File: config.mk
export PLATFORM = sky130hd
export DESIGN_NAME = pcs_mgmt_regs
export DESIGN_NICKNAME = d
export VERILOG_FILES = /design/src/rtl/pcs_mgmt_pkg.sv /design/src/rtl/pcs_req_bit.sv /design/src/rtl/pcs_stat_track.sv /design/src/rtl/pcs_link_timer.sv /design/src/rtl/pcs_mgmt_regs.sv
export SDC_FILE = /design/constraint.sdc
export NUM_CORES = 1
export LEC_CHECK = 0
export BUFFER_PORTS_ARGS = -buffer_cell sky130_fd_sc_hd__buf_2
export CORE_MARGIN = 2
export CORE_UTILIZATION = 50
export DETAILED_ROUTE_END_ITERATION = 7
export PLACE_DENSITY = 0.81
export SYNTH_ARGS = -nofsm -noshare
export SYNTH_HDL_FRONTEND = slang
export SYNTH_SLANG_ARGS = --single-unit
File: constraint.sdc
create_clock -name clk -period 2.73 [get_ports clk]
set_input_delay 0.546 -clock clk [delete_from_list [all_inputs] [get_ports clk]]
set_output_delay 0.546 -clock clk [all_outputs]
set_load 0.02 [all_outputs]
File: src/rtl/pcs_mgmt_pkg.sv
package pcs_mgmt_pkg;
  localparam int DATA_W  = 16;
  localparam int ADDR_W  = 5;
  localparam int TMR_W   = 21;
  localparam int TMR_LSB = 9;

  localparam logic [ADDR_W-1:0] A_CTRL    = 5'h00;
  localparam logic [ADDR_W-1:0] A_STAT    = 5'h01;
  localparam logic [ADDR_W-1:0] A_ADV     = 5'h04;
  localparam logic [ADDR_W-1:0] A_PART    = 5'h05;
  localparam logic [ADDR_W-1:0] A_EXP     = 5'h06;
  localparam logic [ADDR_W-1:0] A_NP_DEV  = 5'h07;
  localparam logic [ADDR_W-1:0] A_NP_PART = 5'h08;
  localparam logic [ADDR_W-1:0] A_SCR     = 5'h10;
  localparam logic [ADDR_W-1:0] A_TMR_LO  = 5'h12;
  localparam logic [ADDR_W-1:0] A_TMR_HI  = 5'h13;
  localparam logic [ADDR_W-1:0] A_IFM     = 5'h14;

  localparam int B_SRST = 15;
  localparam int B_ANEN = 12;
  localparam int B_RSTA = 9;

  localparam logic [DATA_W-1:0] ADV_MASK  = 16'h31A0;
  localparam logic [DATA_W-1:0] ADV_RESET = 16'h01A0;

  localparam int REQ_N   = 2;
  localparam int REQ_RST = 0;
  localparam int REQ_AN  = 1;

  typedef enum logic [1:0] {
    SPD_10M  = 2'b00,
    SPD_100M = 2'b01,
    SPD_1G   = 2'b10,
    SPD_RSVD = 2'b11
  } speed_e;
endpackage

File: src/rtl/pcs_req_bit.sv
module pcs_req_bit (
  input  logic clk,
  input  logic rst_n,
  input  logic set_i,
  input  logic clr_i,
  output logic q_o
);
  logic q_d, q_q;

  always_comb begin
    q_d = q_q;
    if (clr_i) q_d = 1'b0;
    if (set_i) q_d = 1'b1;
  end

  always_ff @(posedge clk or negedge rst_n) begin
    if (!rst_n) q_q <= 1'b0;
    else        q_q <= q_d;
  end

  assign q_o = q_q;

  // a pending request waits for its acknowledge
  p_req_hold_r3: assert property (@(posedge clk) disable iff (!rst_n)
    q_q && !clr_i |=> q_q);
  p_req_clear_r3: assert property (@(posedge clk) disable iff (!rst_n)
    q_q && clr_i && !set_i |=> !q_q);
  p_req_set_r4: assert property (@(posedge clk) disable iff (!rst_n)
    set_i |=> q_q);
endmodule

File: src/rtl/pcs_stat_track.sv
module pcs_stat_track (
  input  logic clk,
  input  logic rst_n,
  input  logic link_up_i,
  input  logic rd_stat_i,
  input  logic page_i,
  input  logic rd_exp_i,
  output logic link_o,
  output logic page_o
);
  logic link_d, link_q;
  logic page_d, page_q;

  always_comb begin
    link_d = link_q;
    if (rd_stat_i)       link_d = link_up_i;
    else if (!link_up_i) link_d = 1'b0;
    page_d = page_q;
    if (rd_exp_i) page_d = 1'b0;
    if (page_i)   page_d = 1'b1;
  end

  always_ff @(posedge clk or negedge rst_n) begin
    if (!rst_n) begin
      link_q <= 1'b0;
      page_q <= 1'b0;
    end else begin
      link_q <= link_d;
      page_q <= page_d;
    end
  end

  assign link_o = link_q;
  assign page_o = page_q;

  p_link_low_r5: assert property (@(posedge clk) disable iff (!rst_n)
    !link_up_i |=> !link_q);
  p_link_keep_r5: assert property (@(posedge clk) disable iff (!rst_n)
    !rd_stat_i && !link_q |=> !link_q);
  p_page_set_r6: assert property (@(posedge clk) disable iff (!rst_n)
    page_i |=> page_q);
  p_page_clr_r6: assert property (@(posedge clk) disable iff (!rst_n)
    rd_exp_i && !page_i |=> !page_q);
endmodule

File: src/rtl/pcs_link_timer.sv
module pcs_link_timer #(
  parameter int DW      = 16,
  parameter int TW      = 21,
  parameter int LSB     = 9,
  parameter logic [20:0] RST_VAL = 21'h98A00
) (
  input  logic          clk,
  input  logic          rst_n,
  input  logic          wr_lo_i,
  input  logic          wr_hi_i,
  input  logic [DW-1:0] wdata_i,
  output logic [TW-1:0] timer_o,
  output logic [DW-1:0] lo_o,
  output logic [DW-1:0] hi_o
);
  localparam int KW      = TW - LSB;
  localparam int LO_KEEP = DW - LSB;
  localparam int HI_KEEP = TW - DW;

  logic [KW-1:0] kept_d, kept_q;

  always_comb begin
    kept_d = kept_q;
    if (wr_lo_i) kept_d[LO_KEEP-1:0]  = wdata_i[DW-1:LSB];
    if (wr_hi_i) kept_d[KW-1:LO_KEEP] = wdata_i[HI_KEEP-1:0];
  end

  always_ff @(posedge clk or negedge rst_n) begin
    if (!rst_n) kept_q <= RST_VAL[TW-1:LSB];
    else        kept_q <= kept_d;
  end

  assign timer_o = {kept_q, {LSB{1'b0}}};
  assign lo_o    = timer_o[DW-1:0];
  assign hi_o    = {{(2*DW-TW){1'b0}}, timer_o[TW-1:DW]};

  p_tmr_hold_r7: assert property (@(posedge clk) disable iff (!rst_n)
    !wr_lo_i && !wr_hi_i |=> $stable(timer_o));
endmodule

File: src/rtl/pcs_mgmt_regs.sv
module pcs_mgmt_regs
  import pcs_mgmt_pkg::*;
#(
  parameter logic [TMR_W-1:0] TMR_RESET = 21'h98A00
) (
  input  logic              clk,
  input  logic              rst_n,
  input  logic              wr_en,
  input  logic              rd_en,
  input  logic [ADDR_W-1:0] addr,
  input  logic [DATA_W-1:0] wdata,
  output logic [DATA_W-1:0] rdata,
  input  logic              rst_done,
  input  logic              an_restart_ack,
  input  logic              link_up,
  input  logic              an_complete,
  input  logic              page_rx,
  input  logic              partner_an_able,
  input  logic [DATA_W-1:0] partner_ability,
  output logic              soft_rst_req,
  output logic              an_restart_req,
  output logic              an_enable,
  output logic [DATA_W-1:0] adv_ability,
  output logic [TMR_W-1:0]  link_timer,
  output logic              sgmii_en,
  output logic              use_an_speed,
  output logic [1:0]        speed_sel
);
  logic wr_ctrl, wr_adv, wr_scr, wr_tlo, wr_thi, wr_ifm;
  logic rd_stat, rd_exp, mapped;

  assign wr_ctrl = wr_en && (addr == A_CTRL);
  assign wr_adv  = wr_en && (addr == A_ADV);
  assign wr_scr  = wr_en && (addr == A_SCR);
  assign wr_tlo  = wr_en && (addr == A_TMR_LO);
  assign wr_thi  = wr_en && (addr == A_TMR_HI);
  assign wr_ifm  = wr_en && (addr == A_IFM);
  assign rd_stat = rd_en && (addr == A_STAT);
  assign rd_exp  = rd_en && (addr == A_EXP);

  always_comb begin
    unique case (addr)
      A_CTRL, A_STAT, A_ADV, A_PART, A_EXP, A_NP_DEV, A_NP_PART,
      A_SCR, A_TMR_LO, A_TMR_HI, A_IFM: mapped = 1'b1;
      default:                          mapped = 1'b0;
    endcase
  end

  // Request bits that the core acknowledges
  logic [REQ_N-1:0] req_set, req_clr, req_q;
  assign req_set[REQ_RST] = wr_ctrl && wdata[B_SRST];
  assign req_clr[REQ_RST] = rst_done;
  assign req_set[REQ_AN]  = wr_ctrl && wdata[B_RSTA];
  assign req_clr[REQ_AN]  = an_restart_ack;

  for (genvar i = 0; i < REQ_N; i++) begin : g_req
    pcs_req_bit u_req (
      .clk   (clk),
      .rst_n (rst_n),
      .set_i (req_set[i]),
      .clr_i (req_clr[i]),
      .q_o   (req_q[i])
    );
  end

  logic link_lat, page_flag;
  pcs_stat_track u_stat (
    .clk       (clk),
    .rst_n     (rst_n),
    .link_up_i (link_up),
    .rd_stat_i (rd_stat),
    .page_i    (page_rx),
    .rd_exp_i  (rd_exp),
    .link_o    (link_lat),
    .page_o    (page_flag)
  );

  logic [DATA_W-1:0] tmr_lo, tmr_hi;
  pcs_link_timer #(
    .DW      (DATA_W),
    .TW      (TMR_W),
    .LSB     (TMR_LSB),
    .RST_VAL (TMR_RESET)
  ) u_tmr (
    .clk     (clk),
    .rst_n   (rst_n),
    .wr_lo_i (wr_tlo),
    .wr_hi_i (wr_thi),
    .wdata_i (wdata),
    .timer_o (link_timer),
    .lo_o    (tmr_lo),
    .hi_o    (tmr_hi)
  );

  // Plain read-write storage
  logic              anen_d, anen_q;
  logic [DATA_W-1:0] adv_d, adv_q;
  logic [DATA_W-1:0] scr_d, scr_q;
  logic [3:0]        ifm_d, ifm_q;
  logic [DATA_W-1:0] rd_d, rd_q;
  logic [DATA_W-1:0] rmux;

  always_comb begin
    anen_d = anen_q;
    adv_d  = adv_q;
    scr_d  = scr_q;
    ifm_d  = ifm_q;
    if (wr_ctrl) anen_d = wdata[B_ANEN];
    if (wr_adv)  adv_d  = wdata & ADV_MASK;
    if (wr_scr)  scr_d  = wdata;
    if (wr_ifm)  ifm_d  = wdata[3:0];
  end

  always_comb begin
    rmux = '0;
    unique case (addr)
      A_CTRL: begin
        rmux[B_SRST] = req_q[REQ_RST];
        rmux[B_ANEN] = anen_q;
        rmux[B_RSTA] = req_q[REQ_AN];
      end
      A_STAT: begin
        rmux[5] = an_complete;
        rmux[3] = 1'b1;
        rmux[2] = link_lat;
      end
      A_ADV:    rmux = adv_q;
      A_PART:   rmux = partner_ability;
      A_EXP: begin
        rmux[1] = page_flag;
        rmux[0] = partner_an_able;
      end
      A_SCR:    rmux = scr_q;
      A_TMR_LO: rmux = tmr_lo;
      A_TMR_HI: rmux = tmr_hi;
      A_IFM:    rmux[3:0] = ifm_q;
      default:  rmux = '0;
    endcase
    rd_d = rd_en ? rmux : rd_q;
  end

  always_ff @(posedge clk or negedge rst_n) begin
    if (!rst_n) begin
      anen_q <= 1'b0;
      adv_q  <= ADV_RESET;
      scr_q  <= '0;
      ifm_q  <= '0;
      rd_q   <= '0;
    end else begin
      anen_q <= anen_d;
      adv_q  <= adv_d;
      scr_q  <= scr_d;
      ifm_q  <= ifm_d;
      rd_q   <= rd_d;
    end
  end

  // Effective speed for the core
  speed_e spd;
  always_comb begin
    if (!ifm_q[0])     spd = SPD_1G;
    else if (ifm_q[1]) spd = speed_e'(partner_ability[11:10]);
    else               spd = speed_e'(ifm_q[3:2]);
  end

  assign rdata          = rd_q;
  assign soft_rst_req   = req_q[REQ_RST];
  assign an_restart_req = req_q[REQ_AN];
  assign an_enable      = anen_q;
  assign adv_ability    = adv_q;
  assign sgmii_en       = ifm_q[0];
  assign use_an_speed   = ifm_q[1];
  assign speed_sel      = spd;

  p_rd_hold_r2: assert property (@(posedge clk) disable iff (!rst_n)
    !rd_en |=> $stable(rdata));
  p_stat_able_r5: assert property (@(posedge clk) disable iff (!rst_n)
    rd_en && (addr == A_STAT) |=> rdata[3]);
  p_unmapped_r11: assert property (@(posedge clk) disable iff (!rst_n)
    rd_en && !mapped |=> rdata == '0);
  p_adv_mask_r8: assert property (@(posedge clk) disable iff (!rst_n)
    (adv_ability & ~ADV_MASK) == '0);
  p_x_mode_1g_r9: assert property (@(posedge clk) disable iff (!rst_n)
    !sgmii_en |-> speed_sel == 2'b10);
endmodule

==> results of run 1 <==
## cell families after synthesis
kind of cell | Yosys count | synth area share
flip-flops | 58 | 0.493
AO/OA/AOI/OAI | 51 | 0.131
multiplexers | 45 | 0.181
other | 1 | 0.00126
AND/OR/NAND/NOR | 57 | 0.109
buffers and inverters | 41 | 0.0844
## cell usage in the layout, fill, tap and decap left out, types with 4 or more instances in the layout
cell      instances
mux2_4           10
inv_1            11
a22oi_1           8
o22ai_1           7
a222oi_1          4
clkbuf_8         10
conb_1           20
nand2_1          11
mux2_2           30
buf_2            86
nor2_1           12
o21ai_0           4
dfrtp_1          50
dfstp_2           8
nor2b_1           8
mux2i_1           5
nand3_1           4
a22o_1            7
buf_4             4
## registers in the layout, indices dropped and copies added (netlist names)
name	count
u_tmr.kept_q	12
ifm_q	4
scr_q	16
adv_ability	5
u_stat.link_o	1
g_req.u_req.q_o	2
an_enable	1
rdata	16
u_stat.page_o	1
## final cells by class
type / instances / area share
Multi-Input combinational cell: 173 / 0.368
Inverter: 11 / 0.0115
Clock buffer: 11 / 0.0393
Tap cell: 75 / 0.0261
Clock inverter: 5 / 0.0215
Sequential cell: 58 / 0.406
Timing Repair Buffer: 90 / 0.128
## worst register-to-register path: stages (launching register included)
cell      delay [ns]
dfrtp_1         0.41
mux2_2          0.28
and3_1          0.18
a221oi_1        0.23
o22ai_1         0.12
## routing by layer
metal,routed length [um],track usage,vias to the layer above
li1,-,-,1067
met1,3060,0.305,1141
met4,82,0.127,0
met5,0,0,-
met3,580,0.0444,9
met2,3550,0.377,105
## how the worst min path moves through the flow
stage | depth (start not counted) | to | slack (ns)
5_1_grt | 2 | g_req[1].u_req.q_o$_DFFE_PN0P_ | 0.39
3_3_place_gp | 1 | u_stat.page_o$_DFFE_PN0P_ | 0.46
4_1_cts | 2 | scr_q[11]$_DFFE_PN0P_ | 0.35
6_report | 2 | g_req[1].u_req.q_o$_DFFE_PN0P_ | 0.34
2_1_floorplan | 0 | adv_ability[12]$_DFFE_PN0P_ | 0.25
3_5_place_dp | 1 | u_stat.page_o$_DFFE_PN0P_ | 0.47
## metrics by stage
stage	power (mW)	hold WS, ns	instances	cell area (um2)
finish	2.43	0.337	423	3600
global route	2.53	0.388	423	3600
CTS	2.45	0.352	423	3600
detailed placement	1.56	0.471	407	3380
global placement	1.55	0.464	407	3380
floorplan	1.40	0.250	272	3040
## where the power goes
group	leakage [nW]	switching [mW]	internal (mW)
clock	0.109	0.347	0.536
combinational	0.954	0.257	0.209
sequential	0.733	0.0851	0.995
==> results.txt, run 1 <==
In this design, the largest share of critical-path delay is due to simple AND/OR/NAND/NOR gates. The first-pass iteration count of the detailed router is 4. The number of hold violations in the final report is 0.

In this run, synthesis produced a sequential element count of 58. At the later pin of the worst-skew pair, clock insertion delay measures 0.35 ns. The number of vias in the routed layout came out at 2322. The number of buffer and inverter instances along the worst setup path came out at 1. The worst relative slew slack came out at 0.515.

By startpoint and endpoint, the worst setup path is classified as primary input to flip-flop. Prior to clock tree synthesis, the placed netlist has a worst setup slack of 0.411 ns. After clock tree synthesis, the clock-pin slew on the worst setup and hold paths is 0.06 ns. The count of cell instances traversed by the critical path came out at 5. The first-pass GRT wire length came out at 11200 um.

The required time reported for the critical path endpoint is 2.98 ns. The total half-perimeter wirelength after legalization and detailed placement is 5100 um. The DRC violation total after the first TritonRoute iteration is 165. The ratio of final minimum period to clock period came out at 0.730. The total global-route track usage came out at 0.236. The maximum clock frequency came out at 502 MHz. The final standard cell utilization of the core is 0.619. Counting the fill cells in the layout gives 484. The die span in x came out at 81.0 um. The most critical setup path has its endpoint at rdata[12]$_DFFE_PN0P_.

The commonest cells after synthesis are 50 x dfrtp_1, 30 x mux2_2, 20 x buf_4. The number of warnings printed during yosys synthesis is 0. For the final routed database, the setup TNS stands at 0 ns.

For the pin with the worst max-slew slack, the measured transition is 0.728 ns. The number of nets in the layout came out at 390. The count of flip-flops with a built-in enable after synthesis is 0. The critical path launch point type is a primary input. The number of global-route vias before repair came out at 2211. The flop-to-flop setup slack came out at 1.38 ns. The sequential cell area in the final layout came out at 1460 um2. The worst-case vdd ir drop is 0.000416 V.

The floorplan step defined a core boundary enclosing 5820 um2. The fraction of the yosys area taken by sequential cells came out at 0.493. The number of cells traversed by the worst register-to-register path came out at 4. Clock tree synthesis selected as its root buffer the cell clkbuf_8. The per-cell routed wire length came out at 17.2 um. STA classifies the critical path endpoint as a flip-flop. The post-layout minimum cycle time came out at 1.99 ns. dfrtp_1 takes more of the synthesized area than any other cell.

The proportion of register bits with asynchronous set or reset after synthesis came out at 1.00. The largest fanout on the critical path came out at 10. The count of max-cap constraint violations came out at 0. The number of diodes added for antenna fixing is 0. The count of nets left with antenna violations once routing finished came out at 0. The count of H-tree levels built during CTS came out at 3. The area enclosed by the die boundary came out at 6560 um2. Setup violations remaining at the end of the flow were counted as 0.

The cell area power density came out at 674 nW/um2. In this run the critical register-to-register path is launched from adv_ability[13]$_DFFE_PN0P_. The count of buffers inserted at the top-level ports is 86.

The number of cells upsized or downsized after cts came out at 0. The gate count of the mapped netlist is 253. The vertical extent of the die came out at 81.0 um.

For this block, the routed nets add up to 7270 um of wire. The floorplan has 28 rows. The area of combinational cells with multiple inputs is 1330 um2. The number of remaining DRC errors came out at 0.

Tracing the worst setup path back leads to its startpoint at addr[2]. The slowest cell on the critical path is nor3b_1. The area of the mapped netlist came out at 2970 um2. Global routing finished with a remaining overflow of 0. The number of buffers added to fix hold violations after cts is 0. The final setup slack of the worst path came out at 0.736 ns.

The number of setup buffers added after CTS is 0. Traced cell by cell, the critical path runs through buf_2 -> nor3b_1 -> and2_1 -> a22oi_1 -> a41oi_1. The final weighted congestion in routability-driven placement is 0.847. The path class of the lowest-slack min-delay path is primary input to asynchronous set/reset pin. Yosys mapped the design onto 43 distinct sky130hd cell types. The post-synthesis average cell area came out at 11.7 um2. Ranked by total cell area, the synthesized netlist is headed by dfrtp_1 42%, mux2_2 11%, dfstp_2 7.1%. dfrtp_1 is the most common cell in the netlist.

The top flip-flop cell by instance count after synthesis is dfrtp_1. In the final layout, the share of cells above drive strength 1 is 0.451. The endpoint identified for the worst register-to-register timing path is rdata[13]$_DFFE_PN0P_. The count of clock tree sinks is 58. Setup repair after global routing left no endpoint under its margin. The share of synthesized area in the top cell type comes to 0.422. The initial core utilization is 0.510. The clock tree from TritonCTS is built. The initial antenna violation count came out at 0. The max-slew violation count is 0. The largest single stage delay on the critical path is 0.57 ns. For this design the static power due to leakage is 1.80 nW.

For the worst setup path, the data arrival time is 2.24 ns. The run finished with clean final reports. The number of buffers inserted during clock tree synthesis came out at 9. The pin count of the biggest net entering global routing is 59. The clock skew came out at 0.00720 ns. For this design the top-level I/O count stands at 107.

The ratio of routed vias to standard cells is 5.49. The area overhead of the layout relative to synthesis is 21.4%. The maximum clock path buffer count is 2.
Note: power is estimated with default switching activity, not from simulation.
==> run 2: changes to the inputs <==
Clock period 2.73 ns to 1.95 ns, I/O delays scaled along.
==> results.txt, run 2 (synthesized netlist as in run 1, its figures left out) <==
The tree is rooted in a clkbuf_8. The per-cell routed wire length is 16.6 um (-3.4%). The start of the worst register-to-register path is u_tmr.kept_q[10]$_DFFE_PN1P_. Setup repair after global routing left no endpoint under its margin. The initial antenna violation count is 0 (unchanged). The total of endpoints with negative setup slack in the final report is 0 (unchanged).

The total global-route track usage is 0.237 (+0.00108). The number of buffers inserted to repair setup after CTS is 0 (unchanged). The area overhead of the layout relative to synthesis is 23.9%. The initial core utilization is 0.510 (unchanged). The final antenna-violating net count came out at 0 (unchanged).

The number of fill cells in the layout is 486 (+0.41%). The count of clock tree sinks is 58 (unchanged). On the critical path, the stage with the largest delay is an instance of dfrtp_1. In the layout the commonest cells are 86 x buf_2, 50 x dfrtp_1, 30 x mux2_2. The vertical extent of the die is 81.0 um (unchanged). The number of buffer and inverter instances along the worst setup path is 1 (unchanged). The later-pin clock latency in the skew report came out at 0.33 ns (-0.02 ns).

The ratio of routed vias to standard cells came out at 5.53 (+0.78%). The largest fanout on the critical path is 5 (-5). Dividing the final minimum period by the clock period gives 0.842. The post-layout minimum cycle time is 1.64 ns. The path class of the lowest-slack min-delay path is primary input to asynchronous set/reset pin.

The worst setup path is launched from a flip-flop. The first-pass iteration count of the detailed router was 7 (+3). The maximum clock frequency is 609 MHz. The first-pass GRT wire length came out at 11400 um (+1.9%). The number of cells upsized or downsized after cts is 0 (unchanged). The kind of cell with the highest combined delay along the critical path is flip-flops.

The total core area is 5820 um2 (unchanged). The number of global-route vias before repair is 2338 (+5.7%). The number of diodes added for antenna fixing came out at 0 (unchanged). The DRC violation total after the first TritonRoute iteration came out at 207 (+25%).

The required time reported for the critical path endpoint came to 1.56 ns (-1.42 ns). The area enclosed by the die boundary came out at 6560 um2 (unchanged). The sequential cell area in the final layout came out at 1460 um2 (unchanged).

The number of buffers added to fix hold violations after cts is 0 (unchanged). The worst relative slew slack came out at 0.659 (+0.144). The clock tree from TritonCTS is built. The number of remaining DRC errors is 0 (unchanged).

The total design power came out at 3.20 mW (+32%). The die span in x came out at 81.0 um (unchanged). The count of H-tree levels built during CTS came to 3 (unchanged). The worst-case vdd ir drop was 0.000471 V (+13%). The signal on the critical path passes through mux2i_1 -> nand2_1 -> buf_2. The number of hold violations in the final report is 0 (unchanged). The cell area power density was 869 nW/um2 (+29%). The maximum clock path buffer count came out at 2 (unchanged). The setup TNS came to 0 ns (unchanged).

The total leakage power came out at 1.85 nW (+3.1%). The number of vias in the routed layout was 2412 (+3.9%). The total half-perimeter wirelength after legalization and detailed placement is 5370 um (+5.2%). The total detailed-routing wirelength is 7240 um (-0.43%).

The critical path start-end classification is flip-flop to output pin. The pin count of the biggest net entering global routing was 59 (unchanged). The count of buffers inserted at the top-level ports was 86 (unchanged). The number of nets in the layout came out at 403 (+3.3%). The cell row count came out at 28 (unchanged). The flow ran to the end, and the final reports show no timing, DRC or antenna violations. The max-slew violation count came out at 0 (unchanged).

The global route total overflow came to 0 (unchanged). The count of pins on the block boundary was 107 (unchanged). The count of max-cap constraint violations was 0 (unchanged). The clock-pin transition on the worst setup and hold timing paths came out at 0.06 ns (about the same).

The clock skew is 0.00571 ns (-0.00150 ns). The kind of end point of the critical path is an output pin. The arrival time reported for the critical path endpoint came out at 1.25 ns (-0.99 ns).

The highest cell delay on the worst timing path is 0.45 ns (-0.12 ns). The origin of the worst setup path is ifm_q[1]$_DFFE_PN0P_. The area of combinational cells with multiple inputs is 1330 um2 (unchanged).

Leaving out fill and tap cells, the most frequent cell in the layout is buf_2. The final weighted congestion in routability-driven placement was 0.855 (+0.97%). The number of buffers inserted during clock tree synthesis is 9 (unchanged). The fraction of layout cells with a size suffix above 1 came out at 0.468 (+0.0170). The worst-margin pin slew was 0.510 ns (-0.218 ns).
run 2: path summary, 6_finish.rpt:
kind | to | slack (ns) | cells past startpoint
max in group asynchronous | adv_ability[7]$_DFFE_PN1P_ | 1.59 | 2
max | speed_sel[1] | 0.31 | 3
min | scr_q[9]$_DFFE_PN0P_ | 0.04 | 2
max reg2reg | rdata[3]$_DFFE_PN0P_ | 0.47 | 4
min reg2reg | u_stat.page_o$_DFFE_PN0P_ | 0.49 | 1
min in group clk | g_req[0].u_req.q_o$_DFFE_PN0P_ | 0.23 | 2
run 2: power by group:
part	leakage [nW]	switching [mW]	internal (mW)
Clock	0.0965	0.448	0.562
Sequential	0.733	0.121	1.39
Combinational	1.02	0.366	0.306
run 2: per-layer routing:
layer | global-route usage | vias up | part of all wire
li1 | - | 1090 | -
met1 | 0.311 | 1173 | 0.41
met2 | 0.375 | 135 | 0.48
met3 | 0.0489 | 14 | 0.091
met4 | 0.117 | 0 | 0.018
met5 | 0 | - | 0
run 2: per-stage QoR:
stage / hold WS (ns) / cells / util / area [um2] / setup slack (ns)
CTS: 0.0521 / 436 / 0.632 / 3670 / 0.304
global route: 0.0730 / 436 / 0.632 / 3670 / 0.249
floorplan: 0.0944 / 272 / - / 3040 / 0.110
global placement: 0.410 / 420 / 0.600 / 3490 / 0.0797
detailed placement: 0.416 / 420 / 0.600 / 3490 / 0.0221
finish: 0.0438 / 436 / 0.632 / 3670 / 0.308
run 2: layout make-up:
class / instances / share of cell area
timing repair buffer: 103 / 0.155
clock inverter: 2 / 0.00272
sequential: 58 / 0.398
multi-input combinational: 173 / 0.361
tap: 75 / 0.0255
inverter: 11 / 0.0112
clock buffer: 14 / 0.0470
